<file path="src/rtl/pipe_sram_pkg.sv">
package pipe_sram_pkg;
  localparam int LANE_W = 9;
  localparam int LANES  = 2;
  localparam int DATA_W = LANES * LANE_W;

  typedef enum logic [1:0] {
    OP_NONE = 2'd0,
    OP_RD   = 2'd1,
    OP_WR   = 2'd2
  } op_e;
endpackage

</file>
<file path="src/rtl/psr_cmd.sv">
module psr_cmd
  import pipe_sram_pkg::*;
#(
  parameter int AW      = 6,
  parameter int BURST_W = 2
) (
  input  logic             clk_i,
  input  logic             rst_ni,
  input  logic             adv_i,
  input  logic             load_ni,
  input  logic             sel_i,
  input  logic             wr_ni,
  input  logic             interleave_i,
  input  logic [AW-1:0]    addr_i,
  input  logic [LANES-1:0] lane_wr_ni,
  output op_e              op_o,
  output logic [AW-1:0]    addr_o,
  output logic [LANES-1:0] lane_en_o
);
  logic [AW-1:0]      base_q;
  logic [BURST_W-1:0] cnt_q, cnt_n, lo_n;
  op_e                bop_q;

  assign cnt_n = cnt_q + 1'b1;
  assign lo_n  = interleave_i ? (base_q[BURST_W-1:0] ^ cnt_n)
                              : (base_q[BURST_W-1:0] + cnt_n);

  always_comb begin
    op_o      = OP_NONE;
    addr_o    = addr_i;
    lane_en_o = ~lane_wr_ni;
    if (!load_ni) begin
      if (sel_i) op_o = wr_ni ? OP_RD : OP_WR;
    end else if (bop_q != OP_NONE) begin
      op_o   = bop_q;
      addr_o = {base_q[AW-1:BURST_W], lo_n};
    end
  end

  always_ff @(posedge clk_i or negedge rst_ni) begin
    if (!rst_ni) begin
      bop_q  <= OP_NONE;
      base_q <= '0;
      cnt_q  <= '0;
    end else if (adv_i) begin
      if (!load_ni) begin
        bop_q  <= sel_i ? (wr_ni ? OP_RD : OP_WR) : OP_NONE;
        base_q <= addr_i;
        cnt_q  <= '0;
      end else if (bop_q != OP_NONE) begin
        cnt_q <= cnt_n;
      end
    end
  end
endmodule

</file>
<file path="src/rtl/psr_array.sv">
module psr_array
  import pipe_sram_pkg::*;
#(
  parameter int AW = 6
) (
  input  logic              clk_i,
  input  logic              we_i,
  input  logic [AW-1:0]     waddr_i,
  input  logic [LANES-1:0]  lane_en_i,
  input  logic [DATA_W-1:0] wdata_i,
  input  logic [AW-1:0]     raddr_i,
  output logic [DATA_W-1:0] rdata_o
);
  localparam int DEPTH = 1 << AW;

  for (genvar l = 0; l < LANES; l++) begin : g_lane
    logic [LANE_W-1:0] lane_q [DEPTH];
    always_ff @(posedge clk_i) begin
      if (we_i && lane_en_i[l]) lane_q[waddr_i] <= wdata_i[l*LANE_W +: LANE_W];
    end
    assign rdata_o[l*LANE_W +: LANE_W] = lane_q[raddr_i];
  end
endmodule

</file>
<file path="src/rtl/psr_rdpath.sv">
module psr_rdpath
  import pipe_sram_pkg::*;
#(
  parameter int AW = 6
) (
  input  logic              clk_i,
  input  logic              rst_ni,
  input  logic              adv_i,
  input  logic              rd_i,
  input  logic [AW-1:0]     raddr_i,
  input  logic [DATA_W-1:0] mem_i,
  input  logic              byp_i,
  input  logic [AW-1:0]     byp_addr_i,
  input  logic [LANES-1:0]  byp_lane_en_i,
  input  logic [DATA_W-1:0] wdata_i,
  output logic              vld_o,
  output logic [DATA_W-1:0] data_o
);
  logic              hit;
  logic [DATA_W-1:0] merged;

  assign hit = byp_i && (byp_addr_i == raddr_i);

  // write whose data lands on this edge wins, lane by lane
  for (genvar l = 0; l < LANES; l++) begin : g_merge
    assign merged[l*LANE_W +: LANE_W] = (hit && byp_lane_en_i[l])
      ? wdata_i[l*LANE_W +: LANE_W] : mem_i[l*LANE_W +: LANE_W];
  end

  always_ff @(posedge clk_i or negedge rst_ni) begin
    if (!rst_ni) begin
      vld_o  <= 1'b0;
      data_o <= '0;
    end else if (adv_i) begin
      vld_o  <= rd_i;
      data_o <= rd_i ? merged : '0;
    end
  end
endmodule

</file>
<file path="src/rtl/pipe_sram.sv">
module pipe_sram
  import pipe_sram_pkg::*;
#(
  parameter int AW      = 6,
  parameter int BURST_W = 2
) (
  input  logic              clk_i,
  input  logic              rst_ni,
  input  logic [AW-1:0]     addr_i,
  input  logic              clk_en_ni,
  input  logic              load_ni,
  input  logic              wr_ni,
  input  logic [LANES-1:0]  lane_wr_ni,
  input  logic              sel_a_ni,
  input  logic              sel_b_i,
  input  logic              sel_c_ni,
  input  logic              interleave_i,
  input  logic              out_en_ni,
  input  logic              sleep_i,
  input  logic [DATA_W-1:0] wdata_i,
  output logic [DATA_W-1:0] rdata_o,
  output logic              rvalid_o
);
  typedef struct packed {
    op_e              op;
    logic [AW-1:0]    addr;
    logic [LANES-1:0] len;
  } cmd_t;

  logic [1:0]        slp_q;
  logic              dormant, adv, sel, c1_rd, c1_act, out_vld_q;
  cmd_t              cmd_n, c1_q, c2_q;
  logic [DATA_W-1:0] mem_rd, out_data_q;

  assign dormant = slp_q[1];
  assign adv     = !clk_en_ni && !dormant;
  assign sel     = !sel_a_ni && sel_b_i && !sel_c_ni;

  // sleep request is sampled on every edge, stall or not
  always_ff @(posedge clk_i or negedge rst_ni) begin
    if (!rst_ni) slp_q <= '0;
    else         slp_q <= {slp_q[0], sleep_i};
  end

  psr_cmd #(.AW(AW), .BURST_W(BURST_W)) u_cmd (
    .clk_i, .rst_ni, .adv_i(adv), .load_ni, .sel_i(sel), .wr_ni,
    .interleave_i, .addr_i, .lane_wr_ni,
    .op_o(cmd_n.op), .addr_o(cmd_n.addr), .lane_en_o(cmd_n.len)
  );

  always_ff @(posedge clk_i or negedge rst_ni) begin
    if (!rst_ni) begin
      c1_q <= '{op: OP_NONE, addr: '0, len: '0};
      c2_q <= '{op: OP_NONE, addr: '0, len: '0};
    end else if (adv) begin
      c1_q <= cmd_n;
      c2_q <= c1_q;
    end
  end

  assign c1_rd  = (c1_q.op == OP_RD);
  assign c1_act = (c1_q.op != OP_NONE);

  psr_array #(.AW(AW)) u_array (
    .clk_i, .we_i(adv && c2_q.op == OP_WR), .waddr_i(c2_q.addr),
    .lane_en_i(c2_q.len), .wdata_i, .raddr_i(c1_q.addr), .rdata_o(mem_rd)
  );

  psr_rdpath #(.AW(AW)) u_rd (
    .clk_i, .rst_ni, .adv_i(adv), .rd_i(c1_rd), .raddr_i(c1_q.addr),
    .mem_i(mem_rd), .byp_i(c2_q.op == OP_WR), .byp_addr_i(c2_q.addr),
    .byp_lane_en_i(c2_q.len), .wdata_i, .vld_o(out_vld_q), .data_o(out_data_q)
  );

  assign rvalid_o = out_vld_q && !out_en_ni && !dormant;
  assign rdata_o  = rvalid_o ? out_data_q : '0;
endmodule

</file>
<file path="config.mk">
export PLATFORM = sky130hd
export DESIGN_NAME = pipe_sram
export DESIGN_NICKNAME = d
export VERILOG_FILES = /design/src/rtl/pipe_sram_pkg.sv /design/src/rtl/psr_cmd.sv /design/src/rtl/psr_array.sv /design/src/rtl/psr_rdpath.sv /design/src/rtl/pipe_sram.sv
export SDC_FILE = /design/constraint.sdc
export NUM_CORES = 1
export LEC_CHECK = 0
export ABC_CLOCK_PERIOD_IN_PS = 2800
export BUFFER_PORTS_ARGS = -buffer_cell sky130_fd_sc_hd__clkbuf_2
export CAP_MARGIN = 20
export CORE_UTILIZATION = 32
export CTS_BUF_LIST = sky130_fd_sc_hd__clkbuf_4 sky130_fd_sc_hd__clkbuf_8 sky130_fd_sc_hd__clkbuf_16
export CTS_CLUSTER_DIAMETER = 120
export DETAILED_ROUTE_END_ITERATION = 10
export GPL_TIMING_DRIVEN = 0
export PLACE_DENSITY = 0.52
export RECOVER_POWER = 100
export SETUP_SLACK_MARGIN = 0.05
export SYNTH_ARGS = -nofsm -noshare
export SYNTH_HDL_FRONTEND = slang
export SYNTH_SLANG_ARGS = --single-unit
</file>
<file path="constraint.sdc">
create_clock -name clk_i -period 2.8 [get_ports clk_i]
set_input_delay 0.28 -clock clk_i [delete_from_list [all_inputs] [get_ports clk_i]]
set_output_delay 0.28 -clock clk_i [all_outputs]
set_load 0.05 [all_outputs]
</file>
==> impl_metrics.toml <==
[outcome]
status = "complete, but fails checks"
violations = "capacitance limit, slew limit, setup timing"

[worst_setup_path]
critPathLaunch = "c1_q[2]"
worst-setup-path-type = "flop to flop"
cp-end-kind = "flop"
cp_cell_sequence = "buf_12 > buf_16 > buf_12 > buf_16 > buf_12 > buf_4 > clkbuf_2 > a211oi_1 > a211oi_1 > o21ai_0 > nand3_1"
crit_buf_inv = 7
critPathLaunchType = "flop"
cpLargestDelayFamily = "buffers and inverters"
cp_max_fo = 10
critPathMaxStageDelay_ns = 0.57
r2r-start = "c1_q[2]"
cp.required_ns = 3.43
cp_slowest_cell = "a211oi_1"
crit_top_cell = "buf_12"
cp.arrival_ns = 3.54

[logic_synthesis]
ys_ff_latch = 1203
synth_area_mm2 = 0.0471
yosysUniqueCellTypes = 57
seq_area_frac_synth = 0.762
synth_edf_count = 1152
synth_warnings = 0
syn_inst = 2342
syn_avg_cell_area_um2 = 20.1
synth_flop_cell = "edfxtp_1"
synth-async-reset-ratio = 0.0424
syn_nets = 2380

[clock_network]
clk_latency_ns = 0.77
numClockSinks = 1203
numCtsBuffers = 131
clockBufferDepth = 3
cts_tree = "yes"
clkTransAtPathRegs_ns = 0.06
root_buffer = "clkbuf_16"
htreeDepth = 4

[cells_and_area]
nets = 2672
final_area_mm2 = 0.0565
layout_common_cells = "edfxtp_1 (1152), mux4_2 (262), clkbuf_16 (137)"
layout-drive-gt1-share = 0.324
utilization = 0.387
n_fill_cell = 13100
final_common_cell = "edfxtp_1"
area_growth_pct = 20.0

[timing]
hold_ws_ns = 0.0923
worst_pin_slew_ns = 2.42
fin_worst_skew_ns = 0.0370
setup_viol = 212
final.setup.tns_ns = -8.22
max-slew-margin-rel = -0.611
worst_slack_ns = -0.110
fin_crit_ns = 2.91
hold_viol_final = 0
fmax_mhz = 344
slew_violations = 743
grt_setup_unrepaired = "true"
finalCritPeriodShare = 1.04

[die]
placementRows = 140
die_y_um = 386
io_pins = 56
start_util = 0.323
dieArea_mm2 = 0.149
coreArea_mm2 = 0.146
die_w_um = 386

[power_and_ir_drop]
vdd_drop_max_mv = 0.682
power.density_mw_per_mm2 = 764
leakagePower_nw = 17.7

[route]
vias = 25600
routedWlPerCell_um = 32.7
routed_wl_um = 152000
first_pass_iters = 6
avgViaCountPerCell = 5.50
drc = 0
antenna_left = 0
drt_iter0_drc = 2923

[placed_design]
dpl_cell_area_mm2 = 0.0504
gp_congestion = 0.955
post-dp-hpwl_um = 105000
dp_slack_ns = -1.08
portBuffers = 54

[worst_hold_path]
hp-class = "input pin to flop"
hp-start = "sel_a_ni"

[global_routing]
grt_pass1_wl_um = 208000
grt_max_degree = 53
grt_pass1_vias = 25800
grt_usage = 0.205
grt_overflow = 0
antenna_found_initial = 4

[job]
maxCapViolations = 18
metal layers:
metal	up-vias	track usage	part of all wire
met2	1417	0.319	0.46
li1	10300	-	-
met3	286	0.0542	0.098
met1	13700	0.273	0.40
met5	-	0	0
met4	0	0.0818	0.039
synth_stat cells (2+ instances only):
cell	n	share of area
a311oi_1	3	0.00056
inv_1	5	0.00040
nor2b_1	26	0.0035
and3_1	8	0.0011
buf_4	18	0.0029
or3_1	2	0.00027
o2111ai_1	4	0.00074
a32oi_1	7	0.0013
a21oi_1	23	0.0024
mux2_2	27	0.0065
o21ai_0	26	0.0028
and2_1	22	0.0029
a222oi_1	2	0.00043
o22ai_1	18	0.0024
nand3_1	35	0.0037
or3b_2	3	0.00056
buf_6	7	0.0017
dfrtp_1	51	0.027
xnor2_1	9	0.0017
nand4_1	13	0.0017
clkbuf_1	50	0.0040
nor3_1	25	0.0027
buf_1	14	0.0011
nand2b_1	4	0.00053
o211ai_1	4	0.00064
buf_2	46	0.0049
mux2i_1	91	0.019
mux4_2	262	0.13
a22o_1	3	0.00056
nor2_1	151	0.012
a221oi_1	5	0.00093
o31ai_1	4	0.00064
nor3b_1	10	0.0016
a211oi_1	21	0.0033
nand2_1	95	0.0076
a41o_1	3	0.00064
a22oi_1	63	0.010
nand4b_1	3	0.00056
edfxtp_1	1152	0.73
nand3b_1	10	0.0016
repair_timing:
action | in CTS | in global routing
setup buffers | 17 | 40
endpoints found under the hold margin | 79 | 0
resized for setup | 403 | 95
pin swaps | 17 | 27
hold buffers | 15 | 0
setup endpoints to repair | 1186 | 708
worst paths after layout:
kind / endpoint / slack [ns] / cells past startpoint
worst max-delay path: u_rd.data_o[7] / -0.11 / 11
worst min-delay path: u_cmd.bop_q[1] / 0.09 / 4
worst max register to register: u_rd.data_o[7] / -0.11 / 11
worst min register to register: slp_q[1] / 0.36 / 0
max in group asynchronous: u_cmd.base_q[4] / 0.89 / 3
min in group asynchronous: slp_q[1] / 0.35 / 2
through the flow:
step	instances	total power, mW
after detailed placement	4349	25.6
after floorplan	2342	22.9
after global routing	4651	44.1
after global placement	4313	25.4
after CTS	4612	43.2
final	4653	43.2
flip-flops by register name (all words and copies together) (netlist names):
name                   flops
c1_q                      10
c2_q                      10
slp_q                      2
u_array.g_lane.lane_q   1152
u_cmd.base_q               6
u_cmd.bop_q                2
u_cmd.cnt_q                2
u_rd.data_o               18
u_rd.vld_o                 1
power breakdown:
group          switching, mW  total [mW]  internal (mW)
Clock                   7.13        17.3           10.2
Combinational           3.80        5.95           2.14
Sequential            0.0920        19.9           19.8
worst min-delay path: cells and delay by family:
family	cells	cell delay, ns
buffers and inverters	1	0.08
muxes	1	0.26
and+or+nand+nor	2	0.19
kinds of logic (layout without fill, tap and decap cells):
group / count (synthesis) / count (layout) / share of synthesized area
buf+inv: 140 / 532 / 0.0149
compound gates: 194 / 194 / 0.0287
other cells: 0 / 2 / 0
fa+ha+maj: 1 / 1 / 0.000266
simple gates: 415 / 415 / 0.0418
flops: 1203 / 1203 / 0.762
xor+xnor: 9 / 9 / 0.00167
mux: 380 / 380 / 0.151
area by class of cell:
class	count	area [um^2]	area share
repair buffers	163	1180	0.0210
multi-input cells	999	11500	0.204
inverters	5	18.8	0.000332
clock buffers	164	3650	0.0646
diodes	2	5.00	0.0000885
well taps	1917	2400	0.0424
flip-flops and latches	1203	35900	0.634
clock inverters	69	657	0.0116
plain buffers	131	1230	0.0218
Note: power is estimated with default switching activity, not from simulation.
